$ cat src/rtl/shirq_pkg.sv
package shirq_pkg;
    localparam int ADDR_W = 6;
    localparam int DATA_W = 32;
    localparam int IDX_W  = 8;

    localparam int POL_BIT  = 8;
    localparam int TRIG_BIT = 9;
    localparam int DUAL_BIT = 10;
    localparam int INJ_BIT  = 31;

    typedef enum logic [1:0] {
        OP_SENSE = 2'd0,
        OP_MSET  = 2'd1,
        OP_MCLR  = 2'd2,
        OP_WEDGE = 2'd3
    } wr_op_e;

    typedef enum logic [1:0] {
        RG_CFG  = 2'd0,
        RG_PEND = 2'd1,
        RG_MASK = 2'd2,
        RG_NONE = 2'd3
    } rd_region_e;
endpackage

$ cat src/rtl/shirq_wr_decode.sv
module shirq_wr_decode
    import shirq_pkg::*;
#(
    parameter int NUM_SRC = 64
) (
    input  logic              wr_en_i,
    input  logic [ADDR_W-1:0] wr_addr_i,
    input  logic [DATA_W-1:0] wr_data_i,
    output logic [NUM_SRC-1:0] cfg_we_o,
    output logic [NUM_SRC-1:0] mset_o,
    output logic [NUM_SRC-1:0] mclr_o,
    output logic [NUM_SRC-1:0] wclr_o,
    output logic [NUM_SRC-1:0] wset_o,
    output logic              cfg_pol_o,
    output logic              cfg_trig_o,
    output logic              cfg_dual_o
);
    logic [IDX_W-1:0]   idx;
    logic               in_rng;
    logic               cmd_ok;
    wr_op_e             op;
    logic [NUM_SRC-1:0] sel;
    logic               unused_data;

    assign idx    = wr_data_i[IDX_W-1:0];
    assign in_rng = ({1'b0, idx} < (IDX_W+1)'(NUM_SRC));
    assign op     = wr_op_e'(wr_addr_i[1:0]);
    assign cmd_ok = wr_en_i && (wr_addr_i[ADDR_W-1:2] == '0) && in_rng;

    for (genvar i = 0; i < NUM_SRC; i++) begin : g_sel
        assign sel[i] = (idx == IDX_W'(i));
    end

    assign cfg_we_o = sel & {NUM_SRC{cmd_ok && (op == OP_SENSE)}};
    assign mset_o   = sel & {NUM_SRC{cmd_ok && (op == OP_MSET)}};
    assign mclr_o   = sel & {NUM_SRC{cmd_ok && (op == OP_MCLR)}};
    assign wclr_o   = sel & {NUM_SRC{cmd_ok && (op == OP_WEDGE) && !wr_data_i[INJ_BIT]}};
    assign wset_o   = sel & {NUM_SRC{cmd_ok && (op == OP_WEDGE) &&  wr_data_i[INJ_BIT]}};

    assign cfg_pol_o   = wr_data_i[POL_BIT];
    assign cfg_trig_o  = wr_data_i[TRIG_BIT];
    assign cfg_dual_o  = wr_data_i[DUAL_BIT];
    assign unused_data = ^wr_data_i[INJ_BIT-1:DUAL_BIT+1];
endmodule

$ cat src/rtl/shirq_edge_sense.sv
module shirq_edge_sense #(
    parameter int NUM_SRC = 64
) (
    input  logic [NUM_SRC-1:0] src_i,
    input  logic [NUM_SRC-1:0] prev_i,
    input  logic [NUM_SRC-1:0] pol_i,
    input  logic [NUM_SRC-1:0] trig_i,
    input  logic [NUM_SRC-1:0] dual_i,
    input  logic [NUM_SRC-1:0] lat_i,
    output logic [NUM_SRC-1:0] evt_o,
    output logic [NUM_SRC-1:0] pend_o
);
    for (genvar i = 0; i < NUM_SRC; i++) begin : g_src
        logic rise, fall, hit;
        assign rise = src_i[i] & ~prev_i[i];
        assign fall = ~src_i[i] & prev_i[i];
        // both-edges option overrides polarity
        assign hit  = dual_i[i] ? (rise | fall) : (pol_i[i] ? fall : rise);
        assign evt_o[i]  = trig_i[i] & hit;
        assign pend_o[i] = lat_i[i] | (~trig_i[i] & (src_i[i] ^ pol_i[i]));
    end
endmodule

$ cat src/rtl/shirq_rd_mux.sv
module shirq_rd_mux
    import shirq_pkg::*;
#(
    parameter int NUM_SRC = 64
) (
    input  logic [ADDR_W-1:0]  rd_addr_i,
    input  logic [NUM_SRC-1:0] pend_i,
    input  logic [NUM_SRC-1:0] mask_i,
    output logic [DATA_W-1:0]  rd_data_o
);
    localparam int NWORDS  = (NUM_SRC + DATA_W - 1) / DATA_W;
    localparam int SIZE_CD = NUM_SRC / 8 - 1;

    rd_region_e               region;
    logic [3:0]               wsel;
    logic [NWORDS*DATA_W-1:0] pend_pad;
    logic [NWORDS*DATA_W-1:0] mask_pad;
    logic [DATA_W-1:0]        pend_word;
    logic [DATA_W-1:0]        mask_word;

    assign region = rd_region_e'(rd_addr_i[5:4]);
    assign wsel   = rd_addr_i[3:0];

    always_comb begin
        pend_pad = '0;
        mask_pad = '0;
        pend_pad[NUM_SRC-1:0] = pend_i;
        mask_pad[NUM_SRC-1:0] = mask_i;
        pend_word = '0;
        mask_word = '0;
        for (int w = 0; w < NWORDS; w++) begin
            if (int'(wsel) == w) begin
                pend_word = pend_pad[w*DATA_W +: DATA_W];
                mask_word = mask_pad[w*DATA_W +: DATA_W];
            end
        end
    end

    always_comb begin
        case (region)
            RG_CFG:  rd_data_o = (wsel == 4'd0) ? DATA_W'(5'(SIZE_CD)) : '0;
            RG_PEND: rd_data_o = pend_word;
            RG_MASK: rd_data_o = mask_word;
            default: rd_data_o = '0;
        endcase
    end
endmodule

$ cat src/rtl/shirq_sense.sv
module shirq_sense
    import shirq_pkg::*;
#(
    parameter int NUM_SRC = 64
) (
    input  logic               clk_i,
    input  logic               rst_ni,
    input  logic [NUM_SRC-1:0] src_i,
    input  logic               wr_en_i,
    input  logic [ADDR_W-1:0]  wr_addr_i,
    input  logic [DATA_W-1:0]  wr_data_i,
    input  logic [ADDR_W-1:0]  rd_addr_i,
    output logic [DATA_W-1:0]  rd_data_o,
    output logic [NUM_SRC-1:0] req_o
);
    typedef struct packed {
        logic [NUM_SRC-1:0] pol;
        logic [NUM_SRC-1:0] trig;
        logic [NUM_SRC-1:0] dual;
        logic [NUM_SRC-1:0] mask;
        logic [NUM_SRC-1:0] lat;
        logic [NUM_SRC-1:0] prev;
    } state_t;

    state_t st_d, st_q;

    logic [NUM_SRC-1:0] cfg_we, mset, mclr, wclr, wset;
    logic               cfg_pol, cfg_trig, cfg_dual;
    logic [NUM_SRC-1:0] evt, pend;

    shirq_wr_decode #(.NUM_SRC(NUM_SRC)) u_dec (
        .wr_en_i    (wr_en_i),
        .wr_addr_i  (wr_addr_i),
        .wr_data_i  (wr_data_i),
        .cfg_we_o   (cfg_we),
        .mset_o     (mset),
        .mclr_o     (mclr),
        .wclr_o     (wclr),
        .wset_o     (wset),
        .cfg_pol_o  (cfg_pol),
        .cfg_trig_o (cfg_trig),
        .cfg_dual_o (cfg_dual)
    );

    shirq_edge_sense #(.NUM_SRC(NUM_SRC)) u_sense (
        .src_i  (src_i),
        .prev_i (st_q.prev),
        .pol_i  (st_q.pol),
        .trig_i (st_q.trig),
        .dual_i (st_q.dual),
        .lat_i  (st_q.lat),
        .evt_o  (evt),
        .pend_o (pend)
    );

    shirq_rd_mux #(.NUM_SRC(NUM_SRC)) u_rd (
        .rd_addr_i (rd_addr_i),
        .pend_i    (pend),
        .mask_i    (st_q.mask),
        .rd_data_o (rd_data_o)
    );

    always_comb begin
        st_d      = st_q;
        st_d.pol  = (st_q.pol  & ~cfg_we) | ({NUM_SRC{cfg_pol}}  & cfg_we);
        st_d.trig = (st_q.trig & ~cfg_we) | ({NUM_SRC{cfg_trig}} & cfg_we);
        st_d.dual = (st_q.dual & ~cfg_we) | ({NUM_SRC{cfg_dual}} & cfg_we);
        st_d.mask = (st_q.mask | mset) & ~mclr;
        // a set from an edge or an inject wins over a clear in the same cycle
        st_d.lat  = (st_q.lat & ~wclr) | evt | wset;
        st_d.prev = src_i;
    end

    always_ff @(posedge clk_i or negedge rst_ni) begin
        if (!rst_ni) begin
            st_q <= '0;
        end else begin
            st_q <= st_d;
        end
    end

    assign req_o = pend & st_q.mask;
endmodule

$ cat config.mk
export PLATFORM = sky130hd
export DESIGN_NAME = shirq_sense
export DESIGN_NICKNAME = d
export VERILOG_FILES = /design/src/rtl/shirq_pkg.sv /design/src/rtl/shirq_wr_decode.sv /design/src/rtl/shirq_edge_sense.sv /design/src/rtl/shirq_rd_mux.sv /design/src/rtl/shirq_sense.sv
export SDC_FILE = /design/constraint.sdc
export NUM_CORES = 1
export LEC_CHECK = 0
export BUFFER_PORTS_ARGS = -buffer_cell sky130_fd_sc_hd__buf_2
export CORE_ASPECT_RATIO = 0.75
export CORE_MARGIN = 1
export CORE_UTILIZATION = 50
export DETAILED_ROUTE_END_ITERATION = 6
export PLACE_DENSITY = 0.75
export REMOVE_ABC_BUFFERS = 1
export SETUP_SLACK_MARGIN = 0.02
export SLEW_MARGIN = 10
export SYNTH_ARGS = -nofsm -noshare
export SYNTH_HDL_FRONTEND = slang
export SYNTH_SLANG_ARGS = --single-unit
$ cat constraint.sdc
create_clock -name clk_i -period 3.65 [get_ports clk_i]
set_clock_uncertainty 0.2 [all_clocks]
set_input_delay 0.5475 -clock clk_i [delete_from_list [all_inputs] [get_ports clk_i]]
set_output_delay 0.5475 -clock clk_i [all_outputs]
set_load 0.05 [all_outputs]
---- Yosys cells after proc, flatten, opt, wreduce, memory -nomap -nowiden ----
Index checks and enable logic that the tools add are counted.
cells by class
  equal/unequal tests ..................... 69
  mux-type cells .......................... 134
  reductions and logical operators ........ 15
  bitwise operators ....................... 663
  order comparisons ....................... 1
operators by type and width
  kind                  number
  $and A64 B64 Y64      14
  $or A64 B64 Y64       6
  $and A1 B1 Y1         256
  $eq A8 B6 Y1 const B  32
  $not A1 Y1            192
  $not A64 Y64          3
  $eq A8 B5 Y1 const B  16
  $mux W1               128
  $mux W32              4
  $or A1 B1 Y1          128
  $pmux W32 S3          1
  $eq A8 B4 Y1 const B  8
  $xor A1 B1 Y1         64
  $eq A8 B3 Y1 const B  4
  $eq A8 B2 Y1 const B  2
  $logic_not A4 Y1      3
  $eq A8 B1 Y1 const B  1
  $logic_and A1 B1 Y1   8
  $logic_not A8 Y1      1
  $lt A8 B7 Y1 const B  1
  $eq A2 B2 Y1 const B  3
  $eq A2 B1 Y1 const B  2
  $eq A4 B2 Y1 const B  1
  $logic_not A2 Y1      2
  2 further kinds       2
storage, ports and cells
  register bits ........................... 384
  output and inout bits ................... 96
  input port bits ......................... 111
  logic and storage cells ................. 888

---- Depth between registers and ports, before layout ----
Gate-level depths: netlist (run 1).
  word-level depth ........................ 10
  gate-level depth with buffers ........... 7
  gate-level depth less buffers ........... 5

---- Modules after synthesis ----
From an unflattened synthesis (run 1), not the netlist that was laid out.
unflattened totals
  cells, all modules ...................... 2132
  area total of the unflattened synthesis .. 21202.8 µm²
by module, submodules not included
  module            sequential area each (µm²)  cells an instance  times used  area each (µm²)
  shirq_sense       9609.2                      981                1           13576.8
  shirq_edge_sense  0.0                         576                1           4724.5
  shirq_wr_decode   0.0                         457                1           1945.6
  shirq_rd_mux      0.0                         118                1           955.9

---- Least setup slack after synthesis (run 1) ----
Ideal clock, no wire load.
  path kind ............................... input-to-output
  start ................................... input port rd_addr_i[0]
  end ..................................... output port rd_data_o[20]
  path buffers ............................ 2
  required time ........................... 2.902 ns
  data arrival time ....................... 2.479 ns
  stages .................................. 4
  slack ................................... 0.423 ns
  cell sequence ........................... clkbuf_1 > buf_1 > mux2i_1 > o21ai_0
between the ends
  word-level cells in the longest chain between the ends .. 4
  elaborated cells on any way between the ends .. 7
  those cells by class .................... 1 x eq/ne; 5 x mux; 1 x reduce/logical
ends and longest elaborated chain
  item                    line                text
  from (decl)             shirq_sense.sv:12   input logic [ADDR_W-1:0] rd_addr_i,
  $logic_not A4 Y1        shirq_rd_mux.sv:32  if (int'(wsel) == w) begin
  $mux W32 (2 in series)  shirq_rd_mux.sv:32
  $pmux W32 S3 *          shirq_rd_mux.sv:40  case (region)
  to (decl)               shirq_sense.sv:13   output logic [DATA_W-1:0] rd_data_o,
Mark *: on every way between the ends. The rest lies on a longest branch, timed or not.

---- Worst setup path after layout (run 1) ----
  start ................................... input port rd_addr_i[3]
  end ..................................... output port rd_data_o[3]
The elaborated chain is that of the path after synthesis.

==> impl_metrics.tcl, run 1 <==
set metrics [dict create \
    status "finished clean" \
    clock_latency_ns 0.54 \
    clock-sinks 384 \
    vias_per_cell 5.889 \
    grt_max_degree 77 \
    placed_cell_area_mm2 0.02221 \
    end_kind "primary output" \
    max_stage_delay_ns 0.55 \
    rr_worst_depth 5 \
    drtPass1Iterations 6 \
    cp_common_cell "buf_2" \
    grt_pass1_wl_mm 90.55 \
    cts_buffer_depth 3 \
    async_flop_share_pct 100.0 \
    finalSetupViolCount 0 \
    postCtsHoldBufs 64 \
    required_ns 2.90 \
    worst_r2r_endpoint "st_q[97]" \
    track_usage_pct 27.74 \
    dr_wl_met2_mm 26.56 \
    final_core_util_pct 60.54 \
    overflow 0 \
    synth_top_area_share_pct 46.80 \
    drt-total-wl_mm 57.64 \
    hold_path.class "primary input to register" \
    crit_chain "buf_2 > nor3_1 > and4b_1 > buf_4 > a221o_1 > buf_2" \
    start_util_pct 51.37 \
    wire_per_inst_um 21.18 \
    antenna_found_initial 6 \
    max_cap_viol_count 0 \
    yosysTopAreaCell "dfrtp_1" \
    root_buffer "clkbuf_16" \
    cts_buffers 39 \
    wl_met3_mm 4.358 \
    final_cells 2722 \
    ir_drop_mv 0.3240 \
    fin_nets 2408 \
    port_buffers 186 \
    reg2reg_slack_ns 2.11 \
    synth-seq-area-share_pct 46.80 \
    highest_layer "met5" \
    fin_crit_ns 3.099 \
    synth_warnings 0 \
    drive_gt1_share_pct 25.28 \
    tritoncts "yes" \
    slew_headroom_pct 33.22 \
    tightest_slew_ns 0.9883 \
    arrival_ns 2.35 \
    htreeDepth 2 \
    design_area_mm2 0.02419 \
    whs_endpoint "st_q[32]" \
    hold_depth 1 \
    coreArea_mm2 0.03996 \
    hold_violations 0 \
    ant_nets 0 \
    syn-mean-instance-area_um2 10.62 \
    layout_worst_path_cycle_share_pct 84.92 \
    dieArea_mm2 0.04189 \
    routabilityCongestion 0.8701 \
    drc 0 \
    reg2reg_from "st_q[33]" \
    crit_fanout 6 \
    dp_cells 2584 \
    rows 63 \
    postCtsSetupBuffers 0 \
    layout_commonest_cell "dfrtp_1" \
    p_leak_uw 0.01169 \
    p_per_area_mw_per_mm2 378.7 \
    fmax_mhz 322.6 \
    hold_start "src_i[32]" \
    synth.area.top_cells "dfrtp_1 47%, mux2_2 14%, ha_1 7.8%, o211ai_1 4.8%, nand2_1 3.9%" \
    cpMaxStageDelayCell "and4b_1" \
    slew_violations 0 \
    clk_pin_slew_worst_paths_ns 0.06 \
    syn2layout_area_growth_pct 17.84 \
    start_kind "primary input" \
    fp.dieW_um 236.0 \
    synth_edf_count 0 \
    crit_type "primary input to primary output" \
    die_h_um 177.5 \
    synth_area_mm2 0.02053 \
    wl_met1_mm 24.80 \
    ios 207 \
    yosysUniqueCellTypes 40 \
    cts_resized 0 \
    first_iter_violations 1359 \
    final_cell_mix "384 x dfrtp_1, 256 x mux2_2, 212 x nand2_1" \
    dp_hpwl_mm 36.97 \
    rsz0062_at_grt "false" \
    ys_ff_latch 384 \
    grt_pass1_vias 16470 \
    yosys_most_used_dff "dfrtp_1" \
    syn_inst 1934 \
    vias 16031 \
]
==> critical path: cells and delay by family <==
| family | cells | cell delay, ns |
|---|---|---|
| AO/OA/AOI/OAI | 1 | 0.23 |
| buffers and inverters | 3 | 0.67 |
| AND/OR/NAND/NOR | 2 | 0.89 |
==> synthesized netlist by cell type (2+ instances only) <==
cell / n
a221o_1: 13
buf_1: 10
mux2i_1: 29
nor4_1: 3
buf_2: 10
nand4_1: 2
xnor2_1: 64
nand3_1: 3
inv_1: 129
o21a_1: 6
ha_1: 128
nor4bb_1: 8
or4bb_1: 5
or4_1: 2
nand2_1: 212
a21oi_1: 128
dfrtp_1: 384
nor2_1: 113
o21ai_0: 71
and2_1: 45
or4b_2: 6
mux2_2: 256
nor4b_1: 8
clkbuf_1: 73
nand4b_1: 6
nand4bb_1: 2
nor2b_1: 15
o211ai_1: 131
o221ai_1: 15
o21bai_1: 43
and4b_1: 5
==> how the worst max path moves through the flow <==
stage                  from            end  slack [ns]  cells after the start
3_5_place_dp   rd_addr_i[3]   rd_data_o[3]        0.61                      6
4_1_cts        rd_addr_i[3]   rd_data_o[3]        0.61                      6
3_3_place_gp   rd_addr_i[3]  rd_data_o[20]        0.62                      7
2_1_floorplan  rd_addr_i[3]  rd_data_o[20]       -1.11                      4
6_report       rd_addr_i[3]   rd_data_o[3]        0.55                      6
5_1_grt        rd_addr_i[3]  rd_data_o[20]        0.45                      7
==> power breakdown <==
group / internal, uW / switching [uW]
logic: 250 / 439
clock network: 2470 / 1680
registers: 4300 / 23.5
total: 7010 / 2150
==> layer usage <==
metal | up-vias | global-route usage (%)
li1 | 7228 | -
met2 | 619 | 45.27
met1 | 8055 | 37.15
met5 | - | 0
met4 | 6 | 9.831
met3 | 123 | 5.117
==> logic make-up after synthesis <==
logic type,share of synthesized area [%]
flip-flops,46.80
multiplexers,15.45
AND/OR/NAND/NOR,10.35
buffers and inverters,4.120
XOR/XNOR,2.730
adder cells (fa/ha/maj),7.801
AO/OA/AOI/OAI,12.74
==> through the flow <==
stage / TNS [ns] / setup slack [ns] / total power [uW] / hold WS, ns
2_1_floorplan: -76.70 / -1.114 / 4634 / 0.05191
3_3_place_gp: 0 / 0.6157 / 4990 / 0.3079
3_5_place_dp: 0 / 0.6148 / 5026 / 0.3167
4_1_cts: 0 / 0.6079 / 9223 / 0.008014
5_1_grt: 0 / 0.4539 / 9469 / 0.01266
6_report: 0 / 0.5506 / 9162 / 0.03226
==> area by class of cell <==
cell class | count | area [um2]
inverter | 129 | 484.2
antenna | 3 | 7.507
multi-input combinational | 1328 | 10130
timing repair buffer | 287 | 1967
clock buffer | 66 | 1290
fill | 3241 | 15770
sequential | 384 | 9609
tap | 520 | 650.6
clock inverter | 5 | 50.05
Note: power is estimated with default switching activity, not from simulation.
==> run 2: changes to the inputs <==
- clock period: 3.65 -> 3.16 ns (I/O delays scaled with it)
==> run 2 against run 1 <==
Net effect: die area unchanged; clock power up 16%; core utilization up 0.24 points; critical path depth up 1; total power up 16%; combinational power up 16%; final area up 0.40%; clock-buffer cell count down 13; critical endpoint is now rd_data_o[0]; largest cell class unchanged; highest routed layer unchanged.
==> impl_metrics.tcl, run 2 (synthesized netlist as in run 1, its figures left out) <==
set metrics [dict create \
    hold_violations 0 \
    status "finished clean" \
    drtPass1Iterations 5 \
    syn2layout_area_growth_pct 18.31 \
    fin_crit_ns 3.004 \
    ant_nets 0 \
    tightest_slew_ns 1.137 \
    overflow 0 \
    fin_nets 2423 \
    highest_layer "met5" \
    layout_commonest_cell "dfrtp_1" \
    cts_buffer_depth 3 \
    port_buffers 186 \
    clock-sinks 384 \
    wl_met3_mm 5.055 \
    worst_r2r_endpoint "st_q[84]" \
    end_kind "primary output" \
    start_kind "primary input" \
    fin_setup_tns_ns 0 \
    p_leak_uw 0.01174 \
    vias 16128 \
    cpMaxStageDelayCell "nor4bb_4" \
    p_per_area_mw_per_mm2 437.1 \
    required_ns 2.49 \
    fp.dieW_um 236.0 \
    cp_common_cell "buf_2" \
    crit_type "primary input to primary output" \
    crit_fanout 13 \
    htreeDepth 2 \
    dr_wl_met2_mm 26.97 \
    preCtsSetupSlack_ns 0.2185 \
    grt_pass1_vias 16501 \
    slew_headroom_pct 24.20 \
    dp_hpwl_mm 37.91 \
    antenna_found_initial 5 \
    reg2reg_slack_ns 1.64 \
    finalSetupViolCount 0 \
    cts_buffers 39 \
    grt_max_degree 80 \
    crit_chain "buf_2 > nor3_1 > nor4bb_4 > buf_4 > o21ai_0 > nand3_1 > buf_2" \
    postCtsHoldBufs 65 \
    clk_pin_slew_worst_paths_ns 0.06 \
    start_util_pct 51.37 \
    hold_path.class "primary input to async pin" \
    first_iter_violations 1474 \
    tritoncts "yes" \
    routabilityCongestion 0.8451 \
    ir_drop_mv 0.3797 \
    track_usage_pct 28.03 \
    vias_per_cell 5.895 \
    cts_resized 0 \
    wire_per_inst_um 21.30 \
    max_cap_viol_count 0 \
    coreArea_mm2 0.03996 \
    critPathBufInv 3 \
    arrival_ns 2.33 \
    reg2reg_from "st_q[20]" \
    final_cells 2736 \
    dieArea_mm2 0.04189 \
    die_h_um 177.5 \
    drt-total-wl_mm 58.29 \
    postCtsSetupBuffers 0 \
    rr_worst_depth 5 \
    slew_violations 0 \
    drive_gt1_share_pct 25.68 \
    final_core_util_pct 60.78 \
    rows 63 \
    crit_family "simple AND/OR/NAND/NOR gates" \
    rsz0062_at_grt "false" \
    final_cell_mix "384 x dfrtp_1, 256 x mux2_2, 212 x nand2_1" \
    fmax_mhz 332.8 \
    fin_ws_ns 0.1555 \
    grt_pass1_wl_mm 91.13 \
    dp_cells 2598 \
    layout_worst_path_cycle_share_pct 95.08 \
    root_buffer "clkbuf_16" \
    drc 0 \
    max_stage_delay_ns 0.45 \
    wl_met1_mm 24.87 \
    fin_hold_ws_ns 0.2811 \
    ios 207 \
    clock_latency_ns 0.54 \
]
==> run 2: changes by cell type in the layout (fill, tap and decap cells not counted) <==
| cell | previous run | this run |
|---|---|---|
| buf_4 | 32 | 41 |
| clkbuf_16 | 41 | 39 |
| bufinv_16 | 1 | 5 |
| clkbuf_8 | 17 | 6 |
| diode_2 | 3 | 4 |
| clkinvlp_4 | 0 | 2 |
| buf_12 | 8 | 10 |
| buf_2 | 182 | 185 |
| inv_6 | 0 | 1 |
| dlygate4sd3_1 | 64 | 65 |
| clkinv_2 | 4 | 8 |
==> run 2: through the flow <==
| stage | instance area [um2] | total power [uW] |
|---|---|---|
| 2_1_floorplan | 20170 | 5353 |
| 3_3_place_gp | 22330 | 5774 |
| 3_5_place_dp | 22330 | 5809 |
| 4_1_cts | 24280 | 10680 |
| 5_1_grt | 24280 | 10950 |
| 6_report | 24290 | 10620 |
==> run 2: final cells by class <==
class / instances / area [um2]
sequential: 384 / 9609
multi-input combinational: 1328 / 10130
inverter: 129 / 484.2
tap: 520 / 650.6
antenna: 4 / 10.01
clock inverter: 16 / 214.0
timing repair buffer: 302 / 2100
fill: 3224 / 15670
clock buffer: 53 / 1089
==> run 2: report_power, final <==
| part | internal, uW | total (uW) | switching, uW |
|---|---|---|---|
| sequential | 4960 | 4990 | 26.9 |
| clock | 2830 | 4830 | 2000 |
| combinational | 296 | 802 | 507 |
| total | 8080 | 10600 | 2530 |
==> run 2: how the worst max path moves through the flow <==
stage / start / endpoint / cells past startpoint
floorplan: rd_addr_i[3] / rd_data_o[20] / 4
global route: rd_addr_i[3] / rd_data_o[0] / 7
finish: rd_addr_i[3] / rd_data_o[0] / 7
CTS: rd_addr_i[3] / rd_data_o[24] / 7
detailed placement: rd_addr_i[3] / rd_data_o[24] / 7
global placement: rd_addr_i[3] / rd_data_o[18] / 7
==> run 2: metal layers <==
layer,GRT usage (%),vias up
li1,-,7273
met2,45.77,697
met5,0,-
met4,7.925,6
met3,6.393,122
met1,37.46,8030
==> run 2: worst register-to-register path: cells and delay by family, from the launching register on <==
kind / cells / cell delay [ns]
mux: 1 / 0.27
buf+inv: 1 / 0.06
compound gates: 2 / 0.33
fa+ha+maj: 1 / 0.17
flops: 1 / 0.36
==> run 3: changes to the inputs <==
- ABC_AREA: not set -> 1
==> run 3 against run 2 <==
Net effect: maximum frequency grew 2.0%; clock power decreased by 1%; global-route usage rose by 0.95 points; setup slack better by 0.058 ns; critical path type unchanged; synthesized cell count rose by 57%.
==> impl_metrics.tcl, run 3 <==
set metrics [dict create \
    grt_pass1_vias 20374 \
    drtPass1Iterations 6 \
    synth-seq-area-share_pct 44.02 \
    hold_violations 0 \
    start_util_pct 51.33 \
    arrival_ns 2.27 \
    rr_worst_depth 4 \
    tightest_slew_ns 0.9719 \
    synth_top_area_share_pct 44.02 \
    drt-total-wl_mm 64.39 \
    design_area_mm2 0.02556 \
    worst_r2r_endpoint "st_q[94]" \
    status "finished clean" \
    max_cap_viol_count 0 \
    root_buffer "clkbuf_16" \
    cts_buffer_depth 3 \
    max_stage_delay_ns 0.59 \
    fin_nets 3512 \
    layout_worst_path_cycle_share_pct 93.25 \
    postCtsSetupBuffers 0 \
    final_cells 3876 \
    coreArea_mm2 0.04253 \
    tritoncts "yes" \
    antenna_found_initial 7 \
    slew_headroom_pct 35.21 \
    p_per_area_mw_per_mm2 418.5 \
    overflow 0 \
    layout_commonest_cell "nand2_1" \
    cts_resized 0 \
    synth_warnings 0 \
    placed_cell_area_mm2 0.02359 \
    final_cell_mix "869 x nand2_1, 555 x inv_1, 384 x dfrtp_1" \
    ant_nets 0 \
    required_ns 2.49 \
    yosys_most_used_dff "dfrtp_1" \
    ios 207 \
    start_kind "primary input" \
    htreeDepth 2 \
    die_h_um 183.0 \
    port_buffers 186 \
    end_kind "primary output" \
    fin_crit_ns 2.947 \
    vias_per_cell 5.401 \
    cts_buffers 41 \
    reg2reg_slack_ns 1.90 \
    drc 0 \
    syn2layout_area_growth_pct 17.06 \
    ys_ff_latch 384 \
    hold_path.class "primary input to async pin" \
    crit_fanout 4 \
    syn_inst 3037 \
    synth_common_cells "869 x nand2_1, 558 x inv_1, 384 x dfrtp_1" \
    fin_ws_ns 0.2132 \
    preCtsSetupSlack_ns 0.4082 \
    ir_drop_mv 0.3267 \
    clock-sinks 384 \
    wire_per_inst_um 16.61 \
    track_usage_pct 28.97 \
    slew_violations 0 \
    dp_hpwl_mm 41.73 \
    yosysTopAreaCell "dfrtp_1" \
    yosysUniqueCellTypes 15 \
    fin_setup_tns_ns 0 \
    grt_max_degree 78 \
    drive_gt1_share_pct 9.730 \
    crit_chain "dlygate4sd3_1 > buf_2 > inv_1 > nand2_1 > nand3_1 > nand3_1 > nand2_1 > o21ai_0 > buf_2" \
    dp_cells 3734 \
    synth.area.top_cells "dfrtp_1 44%, nand2_1 15%, inv_1 9.6%, ha_1 7.3%, nand3_1 6.1%" \
    vias 20933 \
    rsz0062_at_grt "false" \
    first_iter_violations 1911 \
    reg2reg_from "st_q[30]" \
    async_flop_share_pct 100.0 \
    fp.dieW_um 243.3 \
    synth_area_mm2 0.02183 \
    synth_most_common_cell "nand2_1" \
    fmax_mhz 339.4 \
    synth_edf_count 0 \
    clock_latency_ns 0.55 \
    routabilityCongestion 0.8644 \
    p_leak_uw 0.01297 \
    crit_type "primary input to primary output" \
    dieArea_mm2 0.04451 \
    clk_pin_slew_worst_paths_ns 0.06 \
    syn-mean-instance-area_um2 7.188 \
    rows 65 \
    cpMaxStageDelayCell "dlygate4sd3_1" \
    grt_pass1_wl_mm 103.1 \
    finalSetupViolCount 0 \
]
run 3: how the worst max path moves through the flow:
stage                            start       endpoint  slack (ns)  depth (start not counted)
after floorplan           wr_data_i[7]      st_q[128]       -2.87                          6
after global placement    rd_addr_i[3]   rd_data_o[5]        0.41                         10
after detailed placement  rd_addr_i[3]  rd_data_o[27]        0.41                         10
after CTS                     src_i[4]   rd_data_o[4]        0.24                          9
after global routing         src_i[21]  rd_data_o[21]        0.11                          9
final                        src_i[36]   rd_data_o[4]        0.21                          9
run 3: area by class of cell:
type | count | area, um2
diodes | 8 | 20.02
clock buffers | 56 | 1192
clock inverters | 13 | 98.84
fillers | 3753 | 16980
inverters | 558 | 2095
multi-input cells | 2000 | 9784
flip-flops and latches | 384 | 9609
well taps | 569 | 711.9
repair buffers | 288 | 2044
run 3: cells by family (layout without fill, tap and decap cells):
kind of cell	Yosys count	in the layout	share of synthesized area, %
adders and majority gates	128	128	7.336
DFF	384	384	44.02
other	0	8	0
and+or+nand+nor	1440	1440	27.32
AOI/OAI and AO/OA	432	432	9.904
buffers and inverters	653	915	11.43
run 3: what timing repair did:
action | in CTS | in global routing
setup endpoints to repair | 0 | 0
endpoints found under the hold margin | 108 | 0
hold buffers | 65 | 0
run 3: critical path: cells and delay by family:
family | cells | cell delay [ns]
buffers and inverters | 4 | 1.17
AOI/OAI and AO/OA | 1 | 0.34
and+or+nand+nor | 4 | 0.28
run 3: power breakdown:
part | total (uW) | switching, uW | internal [uW]
Combinational | 938 | 645 | 292
Sequential | 4990 | 25.7 | 4960
Clock | 4770 | 2060 | 2710
Total | 10700 | 2730 | 7960
run 3: metrics by stage:
stage / util (%) / hold WS, ns / power (uW)
3_3_place_gp: 55.47 / 0.2315 / 5905
6_report: 60.08 / 0.2407 / 10700
2_1_floorplan: - / -0.02159 / 5453
3_5_place_dp: 55.47 / 0.2336 / 5939
4_1_cts: 60.04 / 0.2505 / 10760
5_1_grt: 60.08 / 0.2731 / 11050
run 3: per-layer routing:
metal	track usage (%)	part of all wire, %
met2	46.38	45
met1	38.87	42
met3	5.224	8.7
met4	12.00	3.6
met5	0	0
